$ cat src/rtl/icpu_pkg.sv
`timescale 1ns/1ps
package icpu_pkg;
  localparam int ID_W   = 10;
  localparam int PRIO_W = 8;

  typedef enum logic [1:0] {
    REG_CTRL  = 2'd0,
    REG_PMASK = 2'd1,
    REG_ACK   = 2'd2,
    REG_EOI   = 2'd3
  } regSel_e;

  typedef struct packed {
    logic              sigEnable;
    logic [PRIO_W-1:0] prioMask;
    logic              ackTake;
    logic              eoiWrite;
    logic [ID_W-1:0]   eoiId;
  } strobe_t;
endpackage

$ cat src/rtl/icpu_regs.sv
`timescale 1ns/1ps
module icpu_regs
  import icpu_pkg::*;
#(
  parameter int SPUR_ID = 1023
) (
  input  logic            clk,
  input  logic            rst_n,
  input  logic [1:0]      regAddr,
  input  logic            rdEn,
  input  logic            wrEn,
  input  logic [31:0]     wrData,
  input  logic            winFound,
  input  logic [ID_W-1:0] winId,
  output logic [31:0]     rdData,
  output strobe_t         strb
);
  regSel_e           sel;
  logic              enReg;
  logic [PRIO_W-1:0] maskReg;
  logic              ackTake;
  logic              unusedWrBits;

  assign sel          = regSel_e'(regAddr);
  assign unusedWrBits = ^wrData[31:ID_W];

  always_ff @(posedge clk) begin
    if (!rst_n) begin
      enReg   <= 1'b0;
      maskReg <= '0;
    end else if (wrEn) begin
      if (sel == REG_CTRL)  enReg   <= wrData[0];
      if (sel == REG_PMASK) maskReg <= wrData[PRIO_W-1:0];
    end
  end

  assign ackTake = rdEn && (sel == REG_ACK) && enReg && winFound;

  always_comb begin
    strb.sigEnable = enReg;
    strb.prioMask  = maskReg;
    strb.ackTake   = ackTake;
    strb.eoiWrite  = wrEn && (sel == REG_EOI);
    strb.eoiId     = wrData[ID_W-1:0];
  end

  always_comb begin
    unique case (sel)
      REG_CTRL:  rdData = {31'b0, enReg};
      REG_PMASK: rdData = 32'(maskReg);
      REG_ACK:   rdData = ackTake ? 32'(winId) : 32'(SPUR_ID);
      default:   rdData = '0;
    endcase
  end

  // a read that takes nothing reports an id beyond the valid range
  p_spurious_r9: assert property (@(posedge clk) disable iff (!rst_n)
    (rdEn && sel == REG_ACK && !ackTake) |-> (rdData > 32'd510));

  // the mask changes only on a write to its address
  p_mask_hold_r10: assert property (@(posedge clk) disable iff (!rst_n)
    !(wrEn && sel == REG_PMASK) |=> $stable(maskReg));

  // enable changes only on a control write
  p_en_hold_r2: assert property (@(posedge clk) disable iff (!rst_n)
    !(wrEn && sel == REG_CTRL) |=> $stable(enReg));
endmodule

$ cat src/rtl/icpu_core.sv
`timescale 1ns/1ps
module icpu_core
  import icpu_pkg::*;
#(
  parameter int NUM_IRQ = 16
) (
  input  logic                      clk,
  input  logic                      rst_n,
  input  logic [NUM_IRQ-1:0]        pendVec,
  input  logic [NUM_IRQ*PRIO_W-1:0] prioFlat,
  input  strobe_t                   strb,
  output logic                      irqOut,
  output logic                      winFound,
  output logic [ID_W-1:0]           winId,
  output logic                      takenValid,
  output logic [ID_W-1:0]           takenId
);
  localparam int IDX_W = (NUM_IRQ > 1) ? $clog2(NUM_IRQ) : 1;

  logic [PRIO_W-1:0]  prioArr [NUM_IRQ];
  logic [NUM_IRQ-1:0] activeVec;
  logic [NUM_IRQ-1:0] eligible;
  logic [NUM_IRQ-1:0] setMask;
  logic [NUM_IRQ-1:0] clrMask;
  logic [IDX_W-1:0]   winIdx;
  logic [IDX_W-1:0]   eoiIdx;
  logic [PRIO_W-1:0]  bestPrio;
  logic               eoiInRange;
  logic               eoiHit;

  for (genvar g = 0; g < NUM_IRQ; g++) begin : g_src
    assign prioArr[g]  = prioFlat[g*PRIO_W +: PRIO_W];
    assign eligible[g] = pendVec[g] && !activeVec[g] && (prioArr[g] < strb.prioMask);
  end

  always_comb begin
    winFound = 1'b0;
    bestPrio = '1;
    winIdx   = '0;
    for (int i = 0; i < NUM_IRQ; i++) begin
      if (eligible[i] && (!winFound || prioArr[i] < bestPrio)) begin
        winFound = 1'b1;
        bestPrio = prioArr[i];
        winIdx   = IDX_W'(i);
      end
    end
  end

  assign winId      = ID_W'(winIdx);
  assign irqOut     = strb.sigEnable && winFound;
  assign takenValid = strb.ackTake;
  assign takenId    = winId;

  assign eoiIdx     = strb.eoiId[IDX_W-1:0];
  assign eoiInRange = strb.eoiId < ID_W'(NUM_IRQ);
  assign eoiHit     = strb.eoiWrite && eoiInRange && activeVec[eoiIdx];

  always_comb begin
    setMask = '0;
    clrMask = '0;
    if (strb.ackTake) setMask[winIdx] = 1'b1;
    if (eoiHit)       clrMask[eoiIdx] = 1'b1;
  end

  always_ff @(posedge clk) begin
    if (!rst_n) activeVec <= '0;
    else        activeVec <= (activeVec | setMask) & ~clrMask;
  end

  // a taken source is active on the following cycle
  p_take_marks_r5: assert property (@(posedge clk) disable iff (!rst_n)
    takenValid |=> activeVec[$past(winIdx)]);

  // end-of-interrupt on an active id clears it
  p_eoi_clears_r7: assert property (@(posedge clk) disable iff (!rst_n)
    eoiHit |=> !activeVec[$past(eoiIdx)]);

  // the winner is never an active source
  p_winner_free_r6: assert property (@(posedge clk) disable iff (!rst_n)
    winFound |-> !activeVec[winIdx]);

  // the winner lies strictly below the mask
  p_winner_mask_r3: assert property (@(posedge clk) disable iff (!rst_n)
    winFound |-> (prioArr[winIdx] < strb.prioMask));

  // without a take or a matching end-of-interrupt the active set holds
  p_active_hold_r8: assert property (@(posedge clk) disable iff (!rst_n)
    (!takenValid && !eoiHit) |=> $stable(activeVec));
endmodule

$ cat src/rtl/icpu_ack_if.sv
`timescale 1ns/1ps
module icpu_ack_if
  import icpu_pkg::*;
#(
  parameter int NUM_IRQ = 16,
  parameter int SPUR_ID = 1023
) (
  input  logic                      clk,
  input  logic                      rst_n,
  input  logic [NUM_IRQ-1:0]        pendVec,
  input  logic [NUM_IRQ*PRIO_W-1:0] prioFlat,
  input  logic [1:0]                regAddr,
  input  logic                      rdEn,
  input  logic                      wrEn,
  input  logic [31:0]               wrData,
  output logic [31:0]               rdData,
  output logic                      irqOut,
  output logic                      takenValid,
  output logic [ID_W-1:0]           takenId
);
  strobe_t         strb;
  logic            winFound;
  logic [ID_W-1:0] winId;

  icpu_regs #(.SPUR_ID(SPUR_ID)) i_regs (
    .clk(clk), .rst_n(rst_n), .regAddr(regAddr), .rdEn(rdEn), .wrEn(wrEn),
    .wrData(wrData), .winFound(winFound), .winId(winId),
    .rdData(rdData), .strb(strb)
  );

  icpu_core #(.NUM_IRQ(NUM_IRQ)) i_core (
    .clk(clk), .rst_n(rst_n), .pendVec(pendVec), .prioFlat(prioFlat),
    .strb(strb), .irqOut(irqOut), .winFound(winFound), .winId(winId),
    .takenValid(takenValid), .takenId(takenId)
  );

  // the line is high only with signalling enabled
  p_line_enable_r2: assert property (@(posedge clk) disable iff (!rst_n)
    irqOut |-> !$past(wrEn && regAddr == 2'd0 && !wrData[0]) || $past(!rst_n));
endmodule

$ cat config.mk
export PLATFORM = sky130hd
export DESIGN_NAME = icpu_ack_if
export DESIGN_NICKNAME = d
export VERILOG_FILES = /design/src/rtl/icpu_pkg.sv /design/src/rtl/icpu_regs.sv /design/src/rtl/icpu_core.sv /design/src/rtl/icpu_ack_if.sv
export SDC_FILE = /design/constraint.sdc
export NUM_CORES = 1
export LEC_CHECK = 0
export ABC_AREA = 0
export BUFFER_PORTS_ARGS = -buffer_cell sky130_fd_sc_hd__buf_2
export CORE_ASPECT_RATIO = 1.75
export CORE_MARGIN = 5
export CORE_UTILIZATION = 58
export CTS_CLUSTER_DIAMETER = 150
export DETAILED_ROUTE_END_ITERATION = 10
export PLACE_DENSITY_LB_ADDON = 0.25
export SYNTH_ARGS = -nofsm -noshare
export SYNTH_HDL_FRONTEND = slang
export SYNTH_HIERARCHICAL = 1
export SYNTH_SLANG_ARGS = --single-unit
$ cat constraint.sdc
create_clock -name clk -period 54.7 [get_ports clk]
set_input_delay 8.205 -clock clk [delete_from_list [all_inputs] [get_ports clk]]
set_output_delay 8.205 -clock clk [all_outputs]
set_load 0.005 [all_outputs]
# --- Word level (Yosys, flattened, before mapping) ---
# Index checks and enable logic that the tools add are counted.
word_totals:
  elab_cells: 206
  ff_bits: 25
classes:
  n_bitwise: 3
  n_mux: 56
  n_reduce_logical: 105
  n_eq_ne: 3
  n_lt_le_gt_ge: 36
ops:
  columns: ["op", "n"]
  rows:
  - ["$lt A8 B8 Y1", 31]
  - ["$mux W8", 15]
  - ["$pmux W32 S3", 1]
  - ["$logic_and A1 B1 Y1", 56]
  - ["$mux W16", 2]
  - ["$mux W4", 8]
  - ["$logic_not A1 Y1", 31]
  - ["$mux W1", 20]
  - ["$and A16 B16 Y16", 1]
  - ["$not A16 Y16", 1]
  - ["$or A16 B16 Y16", 1]
  - ["$logic_or A1 B1 Y1", 15]
  - ["$mux W3", 4]
  - ["$lt A10 B5 Y1 const B", 1]
  - ["$lt A4 B5 Y1 const B", 2]
  - ["$mux W10", 1]
  - ["$demux W1 S4", 2]
  - ["$ge A4 B1 Y1 const B", 2]
  - ["$bmux W1 S4", 1]
  - ["$eq A2 B2 Y1 const B", 2]
  - ["$mux W2", 2]
  - ["$reduce_and A2 Y1", 2]
  - ["$eq A2 B1 Y1 const B", 1]
  - ["$logic_not A2 Y1", 1]

# --- Longest topological paths before layout ---
# Gate-level depths: netlist (run 1).
depth:
  depth_word: 71
  mapped_depth: 192
  ltp_nobuf: 175

# --- Hierarchy ---
# Netlist (run 1), hierarchy kept.
modules_own_cells:
  columns: ["module", "cells_per_inst", "instances", "area_each_um2"]
  rows:
  - ["icpu_core", 1273, 1, 9303.9]
  - ["icpu_regs", 99, 1, 784.5]

# --- Least setup slack after synthesis (run 1) ---
# No wires, ideal clock.
synth_timing:
  path_type: "input port to output port"
  from: "input prioFlat[2]"
  to: "output rdData[3]"
  path_stages: 176
  path_buffers: 17
  required_time_ps: 46495
  path_slack_ps: 5660
  arrival_ps: 40835
  cell_sequence: "ha_1 -> a211oi_1 -> o21ai_2 -> a21o_1 -> buf_4 -> nor2_1 -> ha_1 -> nor3_1 -> a211o_1 -> a211oi_2 -> nor2_1 -> nor2_2 -> buf_1 -> nor2_1 -> a21oi_1 -> inv_1 -> ha_1 -> and4_1 -> (+140 left out) -> o21ai_0 -> a2111oi_1 -> a211o_1 -> buf_6 -> mux2_2 -> ha_1 -> o21a_1 -> o21ai_0 -> nand2b_1 -> a21oi_1 -> nor2_1 -> o22ai_1 -> a31o_2 -> o31ai_4 -> nand2b_4 -> or3_1 -> buf_4 -> a221o_1"
synth_between:
  elab_cells_between_ends: 104
  classes_between: "16 x order compare; 41 x mux; 47 x reduce/logical"
synth_rtl:
  columns: ["element", "line_no", "rtl"]
  rows:
  - ["start: declaration", "icpu_ack_if.sv:11", "input logic [NUM_IRQ*PRIO_W-1:0] prioFlat,"]
  - ["$lt A8 B8 Y1", "icpu_core.sv:33", "assign eligible[g] = pendVec[g] && !activeVec[g] && (prioArr[g] < strb.prioMask);"]
  - ["$logic_and A1 B1 Y1", "icpu_core.sv:33", null]
  - ["$mux W8 or $mux W1 (tied branches)", "icpu_core.sv:41", "if (eligible[i] && (!winFound || prioArr[i] < bestPrio)) begin"]
  - ["$lt A8 B8 Y1 or $logic_not A1 Y1 (tied branches)", "icpu_core.sv:41", null]
  - ["$logic_or A1 B1 Y1", "icpu_core.sv:41", null]
  - ["$logic_and A1 B1 Y1", "icpu_core.sv:41", null]
  - ["$mux W8 or $mux W1 (tied branches)", "icpu_core.sv:41", null]
  - ["$lt A8 B8 Y1 or $logic_not A1 Y1 (tied branches)", "icpu_core.sv:41", null]
  - ["(+50 left out)", null, null]
  - ["$mux W8 or $mux W1 (tied branches)", "icpu_core.sv:41", null]
  - ["$lt A8 B8 Y1 or $logic_not A1 Y1 (tied branches)", "icpu_core.sv:41", null]
  - ["$logic_or A1 B1 Y1", "icpu_core.sv:41", null]
  - ["$logic_and A1 B1 Y1", "icpu_core.sv:41", null]
  - ["$mux W4 *", "icpu_core.sv:41", null]
  - ["via takenId[3]", "icpu_ack_if.sv:19", "output logic [ID_W-1:0] takenId"]
  - ["$mux W10 *", "icpu_regs.sv:51", "REG_ACK: rdData = ackTake ? 32'(winId) : 32'(SPUR_ID);"]
  - ["$pmux W32 S3 *", "icpu_regs.sv:48", "unique case (sel)"]
  - ["end: declaration", "icpu_ack_if.sv:16", "output logic [31:0] rdData,"]
# The timed path passes the listed nets; every way through them passes the cells marked *.

# --- Final worst setup path (run 1) ---
layout_timing:
  from: "input prioFlat[2]"
  to: "output rdData[2]"
layout_between:
  elab_chain_cells: 66
  elab_cells_between_ends: 108
  classes_between: "16 x order compare; 45 x mux; 47 x reduce/logical"
layout_lines:
  columns: ["element", "line_no", "rtl"]
  rows:
  - ["$lt A8 B8 Y1", "icpu_core.sv:33", null]
  - ["$logic_and A1 B1 Y1", "icpu_core.sv:33", null]
  - ["$mux W8 or $mux W1 (tied branches)", "icpu_core.sv:41", null]
  - ["$lt A8 B8 Y1 or $logic_not A1 Y1 (tied branches)", "icpu_core.sv:41", null]
  - ["$logic_or A1 B1 Y1", "icpu_core.sv:41", null]
  - ["$logic_and A1 B1 Y1", "icpu_core.sv:41", null]
  - ["$mux W8 or $mux W1 (tied branches)", "icpu_core.sv:41", null]
  - ["$lt A8 B8 Y1 or $logic_not A1 Y1 (tied branches)", "icpu_core.sv:41", null]
  - ["(+50 left out)", null, null]
  - ["$mux W8 or $mux W1 (tied branches)", "icpu_core.sv:41", null]
  - ["$lt A8 B8 Y1 or $logic_not A1 Y1 (tied branches)", "icpu_core.sv:41", null]
  - ["$logic_or A1 B1 Y1", "icpu_core.sv:41", null]
  - ["$logic_and A1 B1 Y1", "icpu_core.sv:41", null]
  - ["$mux W1", "icpu_core.sv:41", null]
  - ["$logic_and A1 B1 Y1", "icpu_regs.sv:37", "assign ackTake = rdEn && (sel == REG_ACK) && enReg && winFound;"]
  - ["$mux W10 *", "icpu_regs.sv:51", null]
  - ["$pmux W32 S3 *", "icpu_regs.sv:48", null]
# Mark *: on every way between the ends. The rest lies on a longest branch, timed or not.

==> results of run 1 <==
## registers in the layout, indices dropped and copies added (netlist names)
register,flops
i_regs/enReg,1
i_core/activeVec,16
i_regs/maskReg,8
## area by class of cell
| cell class | count | area [um2] | area share |
|---|---|---|---|
| diodes | 1 | 2.502 | 0.0002259 |
| clock buffers | 4 | 78.83 | 0.007116 |
| inverters | 112 | 420.4 | 0.03795 |
| multi-input cells | 1181 | 8775 | 0.7922 |
| flip-flops and latches | 25 | 500.5 | 0.04518 |
| well taps | 227 | 284.0 | 0.02564 |
| repair buffers | 192 | 1016 | 0.09172 |
## logic make-up (layout without fill, tap and decap cells)
| group | Yosys count | count (layout) |
|---|---|---|
| AO/OA/AOI/OAI | 463 | 463 |
| AND/OR/NAND/NOR | 422 | 422 |
| adder cells (fa/ha/maj) | 200 | 200 |
| buffers and inverters | 198 | 308 |
| multiplexers | 51 | 51 |
| other | 2 | 35 |
| flip-flops | 25 | 25 |
| XOR/XNOR | 11 | 11 |
## worst max-delay path by stage
stage,endpoint,startpoint,slack (ns),depth (start not counted)
after floorplan,rdData[3],prioFlat[2],5.66,176
after global routing,rdData[2],prioFlat[2],-0.06,169
after CTS,rdData[2],prioFlat[7],0.72,162
final,rdData[2],prioFlat[2],2.55,169
after detailed placement,rdData[2],prioFlat[7],0.90,162
after global placement,rdData[2],prioFlat[7],1.50,162
## worst max-delay path, delay by kind of cell
kind            cells  cell delay, ns
compound gates     99           21.10
fa+ha+maj          16            4.58
buf+inv            16            1.65
mux                 6            2.08
simple gates       32            6.24
## stage by stage
step	hold slack [ns]	util	area [um2]
after global placement	0.4605	0.6387	10880
after CTS	0.4784	0.6434	10950
final	0.4790	0.6506	11080
after detailed placement	0.4698	0.6387	10880
after global routing	0.5102	0.6504	11070
after floorplan	0.4345	-	10210
## repair_timing
item / in CTS / in global routing
gates resized for setup: 0 / 13
hold buffers: 0 / 0
buffers inserted: 0 / 8
endpoints found under the setup margin: 0 / 8
## cells in the final DEF, fill, tap and decap left out, types with 8 or more instances in the layout
master	instances
sky130_fd_sc_hd__mux2i_1	22
sky130_fd_sc_hd__a221o_1	11
sky130_fd_sc_hd__or3_1	15
sky130_fd_sc_hd__nand2_1	95
sky130_fd_sc_hd__a21o_1	61
sky130_fd_sc_hd__maj3_1	9
sky130_fd_sc_hd__inv_1	112
sky130_fd_sc_hd__nand4_1	18
sky130_fd_sc_hd__buf_2	175
sky130_fd_sc_hd__mux2_2	24
sky130_fd_sc_hd__and3_1	14
sky130_fd_sc_hd__nand2b_1	29
sky130_fd_sc_hd__ha_1	191
sky130_fd_sc_hd__a211oi_1	18
sky130_fd_sc_hd__dfxtp_1	25
sky130_fd_sc_hd__o31a_1	8
sky130_fd_sc_hd__a21oi_1	92
sky130_fd_sc_hd__buf_4	16
sky130_fd_sc_hd__and2_1	13
sky130_fd_sc_hd__o211ai_1	13
sky130_fd_sc_hd__o21ai_1	10
sky130_fd_sc_hd__nand3_1	41
sky130_fd_sc_hd__o21ai_0	106
sky130_fd_sc_hd__a211o_1	9
sky130_fd_sc_hd__conb_1	34
sky130_fd_sc_hd__o21a_1	13
sky130_fd_sc_hd__nor3_1	27
sky130_fd_sc_hd__o22ai_1	21
sky130_fd_sc_hd__nor2_1	89
sky130_fd_sc_hd__a31oi_1	11
sky130_fd_sc_hd__nor2b_1	27
## power breakdown
part,total (uW),leakage [uW],switching [uW],internal (uW)
logic,237,0.00512,137,100
registers,18.7,0.000202,0.240,18.5
clock network,16.2,0.0000382,6.27,9.96
## routing by layer
metal,part of all wire,up-vias
met2,0.52,405
met1,0.36,5024
met3,0.048,171
met4,0.076,0
li1,-,5348
met5,0,-
==> metrics, run 1 <==
post-route fraction of the period consumed by the critical path 0.9534; TritonCTS buffer count 3; sum of overflow across all layers after global routing 0; worst min-delay path startpoint i_regs/maskReg[7]; endpoint of the worst-slack reg-to-reg timing path i_core/activeVec[13]; met2 usage 0.5762; kind of start point of the critical path primary input; Clock Root Buffer sky130_fd_sc_hd__clkbuf_16; Row Count 63; grt met1 use 0.3210; number of distinct library cells after synthesis 106; number of flops mapped to enable cells by yosys 0; depth of the most critical reg-to-reg path 168; count of input and output buffers 175; via total after detailed routing 10,948; leakage power figure 0.005360 uW; netlist area before placement 0.01009 mm2; clock latency of the later-clocked register in the worst-skew pair 0.26 ns; Layout area overhead 9.798%; number of non-filler instances in the completed layout 1,742; die width 109.7 um; share of the synthesized netlist area taken by xor and xnor gates 0.01029; clock slew at reported path FFs roughly 0.06 ns; synth top area cells sky130_fd_sc_hd__ha_1 24%, sky130_fd_sc_hd__o21ai_0 5.3%, sky130_fd_sc_hd__dfxtp_1 5.0%; headroom to the max-slew limit 0.4959; Overall Power around 270 uW; global-route usage over all layers 0.3099; fraction of met3 tracks used by global routing 0.02699; Clock Sink Count 25; final sum of negative setup slack 0 ns; end point of the most critical hold path i_regs/maskReg[7]; Total Die Area 0.02024 mm2; Detail Placement HPWL approximately 26,000 um; dominant synthesized flop cell sky130_fd_sc_hd__dfxtp_1; synthesized-area fraction occupied by ao, oa, aoi and oai cells 0.3190; level count of the clock H-tree 1; antenna violations before repair 0; gp weighted congestion 0.9489; crit path max fanout 21; share of synthesized area occupied by flip-flops and latches 0.04961; Place WS between 0.9 and 1 ns; crit path DAT around 44 ns; dominant combinational cell family by area after synthesis compound AO/OA/AOI/OAI gates; top cells by count, synth 191 x sky130_fd_sc_hd__ha_1, 112 x sky130_fd_sc_hd__inv_1, 106 x sky130_fd_sc_hd__o21ai_0, 97 x sky130_fd_sc_hd__nand2_1, 92 x sky130_fd_sc_hd__a21oi_1; cell with the most instances after synthesis sky130_fd_sc_hd__ha_1; post-synthesis share of cell area spent on and, or, nand and nor gates 0.2187; total number of yosys warnings 6; Final #Nets 1,888; multiplexer share of the synthesized area 0.05866; Iter 0 DRT Violations 561; starting utilization of the core area 0.5925; worst min-delay path class reg2reg; average cell area after synthesis 7.353 um2; Critical Path RT about 47 ns; Die H ~180 um; largest vdd supply drop approximately 0.021 mV; Synth area leader sky130_fd_sc_hd__ha_1; PD cells 24.54 mW/mm2; Final ANT Viol Nets 0; overall routed net length approximately 32,000 um; proportion of synthesized flip-flops having asynchronous set or reset 0; cell depth of the worst hold path 2; drc violations 0; max-cap violation count 0; Synth top area share 0.2369; Placed Instances 1,729; type of the worst setup path in2out; share of synthesized cell area in full adder, half adder and majority cells 0.2458; transition time at the pin with the least slew margin ~0.75 ns; worst reg2reg setup slack 18.90 ns; vias in the first global route 10,809; Final WS setup 2.549 ns; core outline area ~0.017 mm2; fin crit period 52.15 ns; worst setup skew after layout 0.002090 ns; status finished, final reports clean; drt pass-1 iters 6; type of destination of the critical path output pin; TritonCTS clock tree done; Synth Instances 1,372; routing layer with the top usage in global route met2; cell repeated most along the worst path sky130_fd_sc_hd__a21o_1; number of buffers on the longest clock path 2; post-DR vias/cell roughly 6.3; final routed wire length divided by cell count about 18 um; final count of negative-setup-slack endpoints 0; Slowest-stage cell, CP sky130_fd_sc_hd__o41a_1; total count of hold-check failures in the final report 0; startpoint of the lowest-slack register-to-register path i_regs/maskReg[6]; fill count around 1,600; maximum number of pins on one net before global-route repair 35; final number of max-transition violations 0; Largest stage delay, worst path between 0.6 and 0.7 ns; fraction of final layout cells with drive strength greater than 1 0.1863; FMAX 0.01918 GHz; first-pass GRT wire length 50,830 um; FF+latch count, synth 25; I/O pins 226
(Power assumes the default switching activity.)
==> inputs of run 2 (changes only) <==
--- a/config.mk
+++ b/config.mk
@@ -13,6 +13,7 @@
 export CTS_CLUSTER_DIAMETER = 150
 export DETAILED_ROUTE_END_ITERATION = 10
 export PLACE_DENSITY_LB_ADDON = 0.25
+export REMOVE_ABC_BUFFERS = 1
 export SYNTH_ARGS = -nofsm -noshare
 export SYNTH_HDL_FRONTEND = slang
 export SYNTH_HIERARCHICAL = 1
==> run 2 against run 1 <==
Net effect:
- sequential power about the same
- final cell count about the same
- global-route usage up 0.14 points
- count of clock-buffer cells in the layout unchanged
- via count up 1.1%
- worst setup slack better by 0.11 ns
==> metrics, run 2 (synthesis results as in run 1) <==
count of input and output buffers 175 (unchanged); kind of start point of the critical path primary input; leakage power figure 0.005348 uW (-0.23%); Largest stage delay, worst path 0.66 ns (about the same); Row Count 63 (unchanged); fraction of final layout cells with drive strength greater than 1 0.1870 (+0.0007840); drt pass-1 iters 5 (-1); max-cap violation count 0 (unchanged); die width 109.7 um (unchanged); drc violations 0 (unchanged); Iter 0 DRT Violations 643 (+15%); uppermost metal layer occupied by signal nets met5; starting utilization of the core area 0.5925 (unchanged); Clock Root Buffer sky130_fd_sc_hd__clkbuf_16; maximum number of pins on one net before global-route repair 35 (unchanged); Die H 184.5 um (unchanged); worst min-delay path class reg2reg; leading cell types in the layout, fill and taps excluded 191 x sky130_fd_sc_hd__ha_1, 175 x sky130_fd_sc_hd__buf_2, 112 x sky130_fd_sc_hd__inv_1; Slowest-stage cell, CP sky130_fd_sc_hd__o41a_1; internal power summed over all cells 128.6 uW (-0.19%); post-DR vias/cell 6.357 (+1.1%); Clock Sink Count 25 (unchanged); clock latency of the later-clocked register in the worst-skew pair 0.26 ns (about the same); Final ANT Viol Nets 0 (unchanged); length of routed met2 wiring 16,840 um (+1.5%); vias in the first global route 10,592 (-2.0%); number of buffers on the longest clock path 2 (unchanged); headroom to the max-slew limit 0.5506 (+0.05472); gp weighted congestion 0.9566 (+0.81%); Layout area overhead 9.674%; cell repeated most along the worst path sky130_fd_sc_hd__a21o_1; level count of the clock H-tree 1 (unchanged); largest vdd supply drop 0.01588 mV (-25%); setup repair after global routing missed its margin no; met3 wire length 1902 um (+23%); Total Die Area 0.02024 mm2 (unchanged); total count of hold-check failures in the final report 0 (unchanged); switching power share of the total 0.5281 (+0.001927); sw power 143.9 uW (+0.58%); proportion of power drawn by combinational gates 0.872 (about the same); antenna violations before repair 2 (+2); final sum of negative setup slack 0 ns (unchanged); worst setup skew after layout 0.002339 ns (+0.0002487 ns); depth of the most critical reg-to-reg path 169 (+0.60%); PD cells 24.63 mW/mm2 (+0.33%); sum of overflow across all layers after global routing 0 (unchanged); crit path DAT 43.83 ns (-0.12 ns); via total after detailed routing 11,067 (+1.1%); worst-case hold slack 0.4699 ns (-0.009126 ns); first-pass GRT wire length 50,860 um (about the same); crit path max fanout 21 (unchanged); Final #Nets 1,887 (-0.053%); relative contribution of sequential cells to total power 0.069 (about the same); type of the worst setup path in2out; status finished, final reports clean; final number of max-transition violations 0 (unchanged); post-route met1 wirelength 11,510 um (-0.86%); transition time at the pin with the least slew margin 0.6670 ns (-0.08122 ns); Post-CTS Hold Buffers 0 (unchanged); commonest non-fill, non-tap cell in the layout sky130_fd_sc_hd__ha_1; TritonCTS buffer count 3 (unchanged); TritonCTS clock tree done; overall routed net length 32,950 um (+2.3%); clock share of power 0.060 (about the same); post-route fraction of the period consumed by the critical path 0.9514 (-0.002027); worst reg2reg setup slack 19.11 ns (+0.21 ns); biggest regs i_core/activeVec: 16 flops, i_regs/maskReg: 8 flops, i_regs/enReg: 1 flops; clock slew at reported path FFs 0.06 ns (about the same); worst min-delay path startpoint i_regs/maskReg[7]; Critical Path RT 46.50 ns (about the same); I/O pins 226 (unchanged); Detail Placement HPWL 26,950 um (+1.9%); type of destination of the critical path output pin; register with the highest flop count i_core/activeVec; fin crit period 52.04 ns (-0.1109 ns); core outline area 0.01703 mm2 (unchanged); endpoint of the worst-slack reg-to-reg timing path i_core/activeVec[8]; FMAX 0.01922 GHz (+0.21%); final count of negative-setup-slack endpoints 0 (unchanged); startpoint of the lowest-slack register-to-register path i_regs/maskReg[3]; cell depth of the worst hold path 2 (unchanged); end point of the most critical hold path i_regs/maskReg[7]; max reg flops 16 (unchanged); final routed wire length divided by cell count 18.92 um (+2.3%); global-route usage over all layers 0.3114 (+0.001448)
## run 2: cell types whose count changed in the layout (fill, tap and decap cells not counted)
cell                      before  now
sky130_fd_sc_hd__a21oi_1      92   91
sky130_fd_sc_hd__a21oi_2       0    1
sky130_fd_sc_hd__buf_12        1    0
sky130_fd_sc_hd__mux2i_1      22   21
sky130_fd_sc_hd__mux2i_2       0    1
sky130_fd_sc_hd__o21ai_0     106  105
sky130_fd_sc_hd__o21ai_1      10   11
## run 2: what timing repair did
action,4_1_cts,5_1_grt
setup endpoints to repair,0,8
gates resized for setup,0,16
buffers inserted,0,7
## run 2: through the flow
stage	setup slack, ns	util	cell area (um2)	power [uW]	instances
3_5_place_dp	0.8878	0.6387	10880	249.2	1729
3_3_place_gp	1.403	0.6387	10880	242.7	1729
6_report	2.660	0.6498	11060	272.5	1741
5_1_grt	0.02000	0.6498	11060	303.1	1741
4_1_cts	0.7254	0.6434	10950	266.7	1733
2_1_floorplan	6.420	-	9648	188.2	1318
## run 2: cell type report
class / count / area, um2
timing repair buffer: 191 / 996.0
inverter: 112 / 420.4
clock buffer: 4 / 78.83
sequential: 25 / 500.5
multi-input combinational: 1181 / 8782
antenna: 1 / 2.502
tap: 227 / 284.0
fill: 1633 / 5962
## run 2: worst max-delay path by stage
| stage | slack (ns) | to | from |
|---|---|---|---|
| after floorplan | 6.42 | rdData[3] | prioFlat[7] |
| after global routing | 0.02 | rdData[2] | prioFlat[2] |
| after detailed placement | 0.89 | rdData[3] | prioFlat[7] |
| after CTS | 0.73 | rdData[3] | prioFlat[7] |
| after global placement | 1.40 | rdData[2] | prioFlat[7] |
| final | 2.66 | rdData[3] | prioFlat[2] |
## run 2: metal layers
layer | vias up | track usage
li1 | 5349 | -
met1 | 5074 | 0.3179
met2 | 451 | 0.5772
met3 | 191 | 0.03680
met4 | 2 | 0.2057
met5 | - | 0
## run 2: worst max-delay path: cells and delay by family
kind            cells  cell delay (ns)
compound gates     97            20.61
simple gates       36             6.77
fa+ha+maj          16             4.60
mux                 6             2.17
buf+inv            15             1.44
## run 2: power by group through the flow
stage               clock network [uW]  registers (uW)  logic, uW
global placement                     0            19.1        224
floorplan                            0            19.1        169
global route                      17.1            18.7        267
finish                            16.2            18.7        238
detailed placement                   0            19.1        230
CTS                               16.4            18.7        232
